`config.mk`:
```
export PLATFORM = sky130hd
export DESIGN_NAME = dual_rx_deformatter
export DESIGN_NICKNAME = d
export VERILOG_FILES = /design/src/rtl/rxd_pkg.sv /design/src/rtl/rxd_spd_decode.sv /design/src/rtl/rxd_pacer.sv /design/src/rtl/rxd_hold.sv /design/src/rtl/dual_rx_deformatter.sv
export SDC_FILE = /design/constraint.sdc
export NUM_CORES = 1
export LEC_CHECK = 0
export BUFFER_PORTS_ARGS = -buffer_cell sky130_fd_sc_hd__buf_2
export CORE_UTILIZATION = 38
export DETAILED_ROUTE_END_ITERATION = 10
export GPL_TIMING_DRIVEN = 0
export MAX_ROUTING_LAYER = met4
export PLACE_DENSITY = 0.58
export RECOVER_POWER = 50
export SLEW_MARGIN = 20
export SYNTH_ARGS = -nofsm -noshare
export SYNTH_HDL_FRONTEND = slang
export SYNTH_SLANG_ARGS = --single-unit
export TNS_END_PERCENT = 5
```
`constraint.sdc`:
```
create_clock -name clk -period 3.2 [get_ports clk]
set_input_delay 0.32 -clock clk [delete_from_list [all_inputs] [get_ports clk]]
set_output_delay 0.32 -clock clk [all_outputs]
set_load 0.02 [all_outputs]
```
`src/rtl/rxd_pkg.sv`:
```
package rxd_pkg;
   typedef enum logic [2:0] {
      SPD_S100  = 3'd0,
      SPD_S200  = 3'd1,
      SPD_S400  = 3'd2,
      SPD_S800  = 3'd3,
      SPD_S1600 = 3'd4,
      SPD_S3200 = 3'd5
   } rxd_speed_e;

   typedef enum logic [1:0] {
      ST_IDLE = 2'd0,
      ST_DON  = 2'd1,
      ST_DATA = 2'd2,
      ST_DROP = 2'd3
   } rxd_state_e;

   localparam logic [1:0] CTL_STAT = 2'b01;
   localparam logic [1:0] CTL_DATA = 2'b10;
   localparam logic [7:0] DATA_ON_CODE = 8'hFF;
endpackage

```
`src/rtl/rxd_spd_decode.sv`:
```
module rxd_spd_decode
   import rxd_pkg::*;
#(
   parameter bit HAS_HIGH_LANE = 1'b1
) (
   input  logic [7:0] code_i,
   output rxd_speed_e spd_o,
   output logic       legacy_o,
   output logic       reserved_o
);
   always_comb begin
      spd_o      = SPD_S100;
      legacy_o   = 1'b0;
      reserved_o = 1'b0;
      unique case (code_i)
         8'h00: begin spd_o = SPD_S100; legacy_o = 1'b1; end
         8'h01: spd_o = SPD_S100;
         8'h04: begin spd_o = SPD_S200; legacy_o = 1'b1; end
         8'h05: spd_o = SPD_S200;
         8'h08: begin spd_o = SPD_S400; legacy_o = 1'b1; end
         8'h09: spd_o = SPD_S400;
         8'h0D: spd_o = SPD_S800;
         8'h0F: spd_o = SPD_S1600;
         8'h0B: begin
            if (HAS_HIGH_LANE) spd_o = SPD_S3200;
            else               reserved_o = 1'b1;
         end
         default: reserved_o = 1'b1;
      endcase
   end
endmodule

```
`src/rtl/rxd_pacer.sv`:
```
module rxd_pacer #(
   parameter int CW   = 4,
   parameter int LOGW = 3
) (
   input  logic            clk,
   input  logic            rst_n,
   input  logic            clear_i,
   input  logic            run_i,
   input  logic [LOGW-1:0] log_rep_i,
   output logic            take_o
);
   localparam int MW = CW + 1;

   logic [CW-1:0] cnt_q;
   logic [MW-1:0] mask_w;

   assign mask_w = (MW'(1) << log_rep_i) - MW'(1);
   assign take_o = ((cnt_q & mask_w[CW-1:0]) == '0);

   always_ff @(posedge clk) begin
      if (!rst_n || clear_i) cnt_q <= '0;
      else if (run_i)        cnt_q <= cnt_q + CW'(1);
   end
endmodule

```
`src/rtl/rxd_hold.sv`:
```
module rxd_hold #(
   parameter int LANE_W = 8
) (
   input  logic              clk,
   input  logic              rst_n,
   input  logic              take_i,
   input  logic              close_i,
   input  logic [2*LANE_W-1:0] word_i,
   input  logic              two_i,
   output logic              out_valid_o,
   output logic [2*LANE_W-1:0] out_data_o,
   output logic              out_two_o,
   output logic              out_last_o
);
   localparam int W = 2 * LANE_W;

   logic         pend_v_q;
   logic [W-1:0] pend_d_q;
   logic         pend_two_q;

   always_ff @(posedge clk) begin
      if (!rst_n) begin
         pend_v_q    <= 1'b0;
         pend_d_q    <= '0;
         pend_two_q  <= 1'b0;
         out_valid_o <= 1'b0;
         out_data_o  <= '0;
         out_two_o   <= 1'b0;
         out_last_o  <= 1'b0;
      end else begin
         out_valid_o <= 1'b0;
         out_last_o  <= 1'b0;
         out_two_o   <= 1'b0;
         if (take_i) begin
            if (pend_v_q) begin
               out_valid_o <= 1'b1;
               out_data_o  <= pend_d_q;
               out_two_o   <= pend_two_q;
            end
            pend_v_q   <= 1'b1;
            pend_d_q   <= word_i;
            pend_two_q <= two_i;
         end else if (close_i) begin
            if (pend_v_q) begin
               out_valid_o <= 1'b1;
               out_last_o  <= 1'b1;
               out_data_o  <= pend_d_q;
               out_two_o   <= pend_two_q;
            end
            pend_v_q <= 1'b0;
         end
      end
   end
endmodule

```
`src/rtl/dual_rx_deformatter.sv`:
```
module dual_rx_deformatter
   import rxd_pkg::*;
#(
   parameter bit HAS_HIGH_LANE = 1'b1,
   parameter int REP_S100      = 16
) (
   input  logic        clk,
   input  logic        rst_n,
   input  logic [1:0]  ctl_i,
   input  logic [7:0]  dlo_i,
   input  logic [7:0]  dhi_i,
   input  logic        hv_i,
   output logic        out_valid_o,
   output logic [15:0] out_data_o,
   output logic        out_two_o,
   output logic        out_last_o,
   output logic [2:0]  spd_o,
   output logic        legacy_o,
   output logic        spd_err_o,
   output logic        stat_valid_o,
   output logic [7:0]  stat_o
);
   localparam int LOG_MAX = $clog2(REP_S100);
   localparam int CW      = LOG_MAX;
   localparam int LOGW    = $clog2(LOG_MAX + 1);

   if ((REP_S100 & (REP_S100 - 1)) != 0 || REP_S100 < 8) begin : g_bad_rep
      $error("REP_S100 must be a power of two of at least 8");
   end

   rxd_state_e       state_q;
   rxd_speed_e       spd_q;
   logic             leg_q;
   rxd_speed_e       dec_spd;
   logic             dec_leg;
   logic             dec_res;
   logic             is_data;
   logic             spd_cycle;
   logic             take;
   logic             close;
   logic             pace_take;
   logic             pace_run;
   logic [LOGW-1:0]  log_rep;
   logic [7:0]       hi_lane;
   logic             two;

   assign is_data   = (ctl_i == CTL_DATA);
   assign spd_cycle = (state_q == ST_DON) && is_data && (dlo_i != DATA_ON_CODE);
   assign pace_run  = (state_q == ST_DATA) && is_data;
   assign take      = pace_run && pace_take;
   assign close     = (state_q == ST_DATA) && !is_data;

   always_comb begin
      unique case (spd_q)
         SPD_S100: log_rep = LOGW'(LOG_MAX);
         SPD_S200: log_rep = LOGW'(LOG_MAX - 1);
         SPD_S400: log_rep = LOGW'(LOG_MAX - 2);
         SPD_S800: log_rep = LOGW'(LOG_MAX - 3);
         default:  log_rep = '0;
      endcase
   end

   if (HAS_HIGH_LANE) begin : g_high
      assign hi_lane = dhi_i;
      assign two     = (spd_q == SPD_S3200) && (hv_i == 1'b1);
   end else begin : g_low_only
      assign hi_lane = '0;
      assign two     = 1'b0;
   end

   rxd_spd_decode #(.HAS_HIGH_LANE(HAS_HIGH_LANE)) u_dec (
      .code_i    (dlo_i),
      .spd_o     (dec_spd),
      .legacy_o  (dec_leg),
      .reserved_o(dec_res)
   );

   rxd_pacer #(.CW(CW), .LOGW(LOGW)) u_pace (
      .clk      (clk),
      .rst_n    (rst_n),
      .clear_i  (spd_cycle),
      .run_i    (pace_run),
      .log_rep_i(log_rep),
      .take_o   (pace_take)
   );

   rxd_hold #(.LANE_W(8)) u_hold (
      .clk        (clk),
      .rst_n      (rst_n),
      .take_i     (take),
      .close_i    (close),
      .word_i     ({hi_lane, dlo_i}),
      .two_i      (two),
      .out_valid_o(out_valid_o),
      .out_data_o (out_data_o),
      .out_two_o  (out_two_o),
      .out_last_o (out_last_o)
   );

   always_ff @(posedge clk) begin
      if (!rst_n) begin
         state_q      <= ST_IDLE;
         spd_q        <= SPD_S100;
         leg_q        <= 1'b0;
         spd_err_o    <= 1'b0;
         stat_valid_o <= 1'b0;
         stat_o       <= '0;
      end else begin
         spd_err_o    <= 1'b0;
         stat_valid_o <= 1'b0;
         if ((state_q == ST_IDLE || state_q == ST_DON) && ctl_i == CTL_STAT) begin
            stat_o       <= dlo_i;
            stat_valid_o <= 1'b1;
         end
         unique case (state_q)
            ST_IDLE: if (is_data && dlo_i == DATA_ON_CODE) state_q <= ST_DON;
            ST_DON: begin
               if (spd_cycle) begin
                  if (dec_res) begin
                     spd_err_o <= 1'b1;
                     state_q   <= ST_DROP;
                  end else begin
                     spd_q   <= dec_spd;
                     leg_q   <= dec_leg;
                     state_q <= ST_DATA;
                  end
               end else if (!is_data && ctl_i != CTL_STAT) begin
                  state_q <= ST_IDLE;
               end
            end
            ST_DATA: if (!is_data) state_q <= ST_IDLE;
            ST_DROP: if (!is_data) state_q <= ST_IDLE;
            default: state_q <= ST_IDLE;
         endcase
      end
   end

   assign spd_o    = spd_q;
   assign legacy_o = leg_q;
endmodule

```
==> reports/qor.yml <==
status:
  status: "completed"
place:
  dp_cells: 387
  postPlaceCellArea_um2: 2690
  io_buffer_count: 52
  gp_congestion: 0.780
  dp_hpwl_mm: 3.66
critical_path:
  critPathLaunchType: "flop"
  path_class: "reg -> reg"
  worstPathRequired_ns: 3.41
  worstSetupStartpoint: "state_q[1]"
  rr_endpoint: "u_hold.out_data_o[9]"
  worstPathMaxFanout: 10
  r2r_slack_ns: 1.41
  timing.rr.start: "state_q[1]"
  cp-end-kind: "flop"
  reg2reg_depth: 6
  crit_arrival_ns: 2.00
  crit_end: "u_hold.out_data_o[9]"
cts:
  cts_hold_buffers: 0
  clock_latency_ns: 0.33
  clk_pin_slew_worst_paths_ns: 0.07
  cts-resized-gates: 0
  numCtsBuffers: 9
  clk_path_buf_depth: 2
  cts_setup_buffers: 0
  htree_num_levels: 3
  cts_sinks: 57
  cts_tree: "yes"
  root_buffer: "clkbuf_8"
grt:
  grt_pass1_wl_mm: 8.41
  overflow: 0
  antenna_found_initial: 0
  grt_max_degree: 11
  grt_pass1_vias: 1799
  grt_usage_pct: 17.7
die:
  ioPinCount: 54
  die_x_um: 80.3
  core_area_um2: 5920
  rows: 28
  die_h_um: 80.3
  dieArea_um2: 6450
  start_util_pct: 39.4
synthesis:
  synthFlopType: "dfxtp_1"
  synth-seq-cells: 57
  synth_cell_types: 38
  ys_warn_count: 0
  netlist_area_um2: 2330
  avgSynthCellArea_um2: 8.97
  syn_inst: 260
  synthArstFlopShare_pct: 0
  synth-edff-count: 0
  synth_seq_area_share_pct: 48.9
  synth_fp_nets: 284
power_and_ir_drop:
  power_frac_clock_pct: 41.4
  p_per_area_nw_per_um2: 481
  intPower_mw: 1.01
  p_comb_share_pct: 5.5
  p_leak_nw: 1.28
  peakVddDrop_mv: 0.223
  p_switching_mw: 0.338
  netSwitchingFraction_pct: 25.0
  seq_power_share_pct: 53.1
routing:
  wl_mm: 5.15
  routed_via_density: 4.88
  wire_per_inst_um: 12.8
  met1_length_mm: 2.51
  route.detailed.drc: 0
  dr.max_layer_used: "met4"
  wl_met3_um: 230
  firstDrtPassIters: 4
  vias: 1967
  drt_iter0_drc: 86
  wl_met2_mm: 2.33
  postRouteAntennaNets: 0
timing:
  hold-worst-slack_ns: 0.227
  setup_viol: 0
  rsz0062_at_grt: "no"
  tightestPinTransition_ns: 0.526
  skew_ns: 0.00779
  hold_viol: 0
  fin_crit_sh_pct: 55.9
  max_freq_mhz: 559
  slew_violations: 0
  max_slew_margin_pct: 64.6
  setup_tns_ns: 0
  period_needed_ns: 1.79
min_path:
  hp-class: "in -> reg"
finish:
  finalNonFillerCells: 403
  fillers: 645
  nets: 347
  drive_above_1_share_pct: 12.2
  diodes: 0
  area_delta_synth_final_pct: 20.3
  fin_area_um2: 2810
flow_run:
  drv_cap: 0
==> cell usage in the layout, fill, tap and decap left out, types with 2 or more instances in the layout <==
cell / count
nor2b_1: 3
nand4_1: 2
a21oi_1: 15
nor2_1: 13
and3_1: 2
nand2b_1: 5
clkinv_2: 4
nand2_1: 73
clkinvlp_4: 2
buf_6: 3
ha_1: 3
clkbuf_8: 9
buf_2: 21
o21ai_0: 5
and3b_1: 2
o211ai_1: 2
and2_1: 2
nand3b_1: 4
dfxtp_1: 57
inv_1: 3
nor3_1: 3
clkbuf_1: 42
mux2i_1: 33
xor2_1: 2
buf_1: 2
==> state kept, by name, indices dropped and copies added (netlist names) <==
register and cells:
u_hold.out_two_o 1, stat_o 8, state_q 2, u_hold.out_valid_o 1
u_hold.pend_v_q 1, u_hold.pend_d_q 16, u_hold.out_last_o 1, stat_valid_o 1
u_hold.out_data_o 16, u_pace.cnt_q 4, spd_o 3, spd_err_o 1
u_hold.pend_two_q 1, legacy_o 1
==> worst max-delay path, stage by stage (launching register included) <==
cell and delay (ns):
dfxtp_1 0.32, clkbuf_1 0.32, nand3b_1 0.15, or3_1 0.42, buf_6 0.17, buf_6 0.16
mux2i_1 0.12
==> layer usage <==
layer / track usage [%] / vias to the layer above
met5: - / -
met4: 7.50 / 0
met3: 4.09 / 11
met2: 26.2 / 51
met1: 22.9 / 902
li1: - / 1003
==> final cells by class <==
| cell class | count | area (um2) | share of cell area (%) |
|---|---|---|---|
| flip-flops and latches | 57 | 1140 | 40.7 |
| plain buffers | 16 | 88.8 | 3.17 |
| inverters | 4 | 15.0 | 0.535 |
| multi-input cells | 183 | 1090 | 38.7 |
| clock buffers | 10 | 128 | 4.55 |
| clock inverters | 6 | 35.0 | 1.25 |
| repair buffers | 52 | 219 | 7.80 |
| well taps | 75 | 93.8 | 3.34 |
==> how the worst min path moves through the flow <==
| stage | start | to | cells past startpoint |
|---|---|---|---|
| floorplan | u_hold.pend_two_q | u_hold.out_two_o | 2 |
| global placement | u_hold.pend_two_q | u_hold.out_two_o | 2 |
| detailed placement | u_hold.pend_two_q | u_hold.out_two_o | 2 |
| CTS | dhi_i[7] | u_hold.pend_d_q[15] | 3 |
| global route | dhi_i[0] | u_hold.pend_d_q[8] | 3 |
| finish | dhi_i[7] | u_hold.pend_d_q[15] | 3 |
==> cells by family after synthesis <==
kind of cell / Yosys count / synth area share [%]
adder cells (fa/ha/maj): 3 / 1.61
buffers and inverters: 20 / 4.51
AND/OR/NAND/NOR: 115 / 22.3
AO/OA/AOI/OAI: 29 / 7.40
multiplexers: 33 / 14.2
XOR/XNOR: 3 / 1.13
flip-flops: 57 / 48.9
==> cell usage after synthesis (2+ instances only) <==
| master | count | share of area (%) |
|---|---|---|
| nand2_1 | 73 | 12 |
| dfxtp_1 | 57 | 49 |
| buf_2 | 3 | 0.64 |
| nor3_1 | 3 | 0.64 |
| o211ai_1 | 2 | 0.64 |
| inv_1 | 3 | 0.48 |
| mux2i_1 | 33 | 14 |
| and3_1 | 2 | 0.54 |
| clkbuf_1 | 7 | 1.1 |
| nand2b_1 | 5 | 1.3 |
| and3b_1 | 2 | 0.75 |
| xor2_1 | 2 | 0.75 |
| a21oi_1 | 15 | 3.2 |
| nor2_1 | 13 | 2.1 |
| and2_1 | 2 | 0.54 |
| nor2b_1 | 3 | 0.80 |
| ha_1 | 3 | 1.6 |
| nand4_1 | 2 | 0.54 |
| buf_6 | 3 | 1.4 |
| nand3b_1 | 4 | 1.3 |
| buf_1 | 2 | 0.32 |
| o21ai_0 | 5 | 1.1 |
==> stage by stage <==
stage | utilization, % | worst slack (ns) | power, mW
4_1_cts | 48.1 | 1.57 | 1.37
6_report | 47.4 | 1.41 | 1.35
3_3_place_gp | 45.4 | 1.25 | 0.809
3_5_place_dp | 45.4 | 1.24 | 0.809
5_1_grt | 47.4 | 1.28 | 1.41
2_1_floorplan | - | 1.53 | 0.773
==> power by group through the flow <==
stage | registers [mW] | clock network [mW] | logic [mW]
after global placement | 0.732 | 0 | 0.0764
final | 0.717 | 0.559 | 0.0744
after global routing | 0.717 | 0.610 | 0.0836
after floorplan | 0.739 | 0 | 0.0343
after detailed placement | 0.732 | 0 | 0.0766
after CTS | 0.716 | 0.580 | 0.0769
No activity file was read; power rests on OpenSTA's default activity.
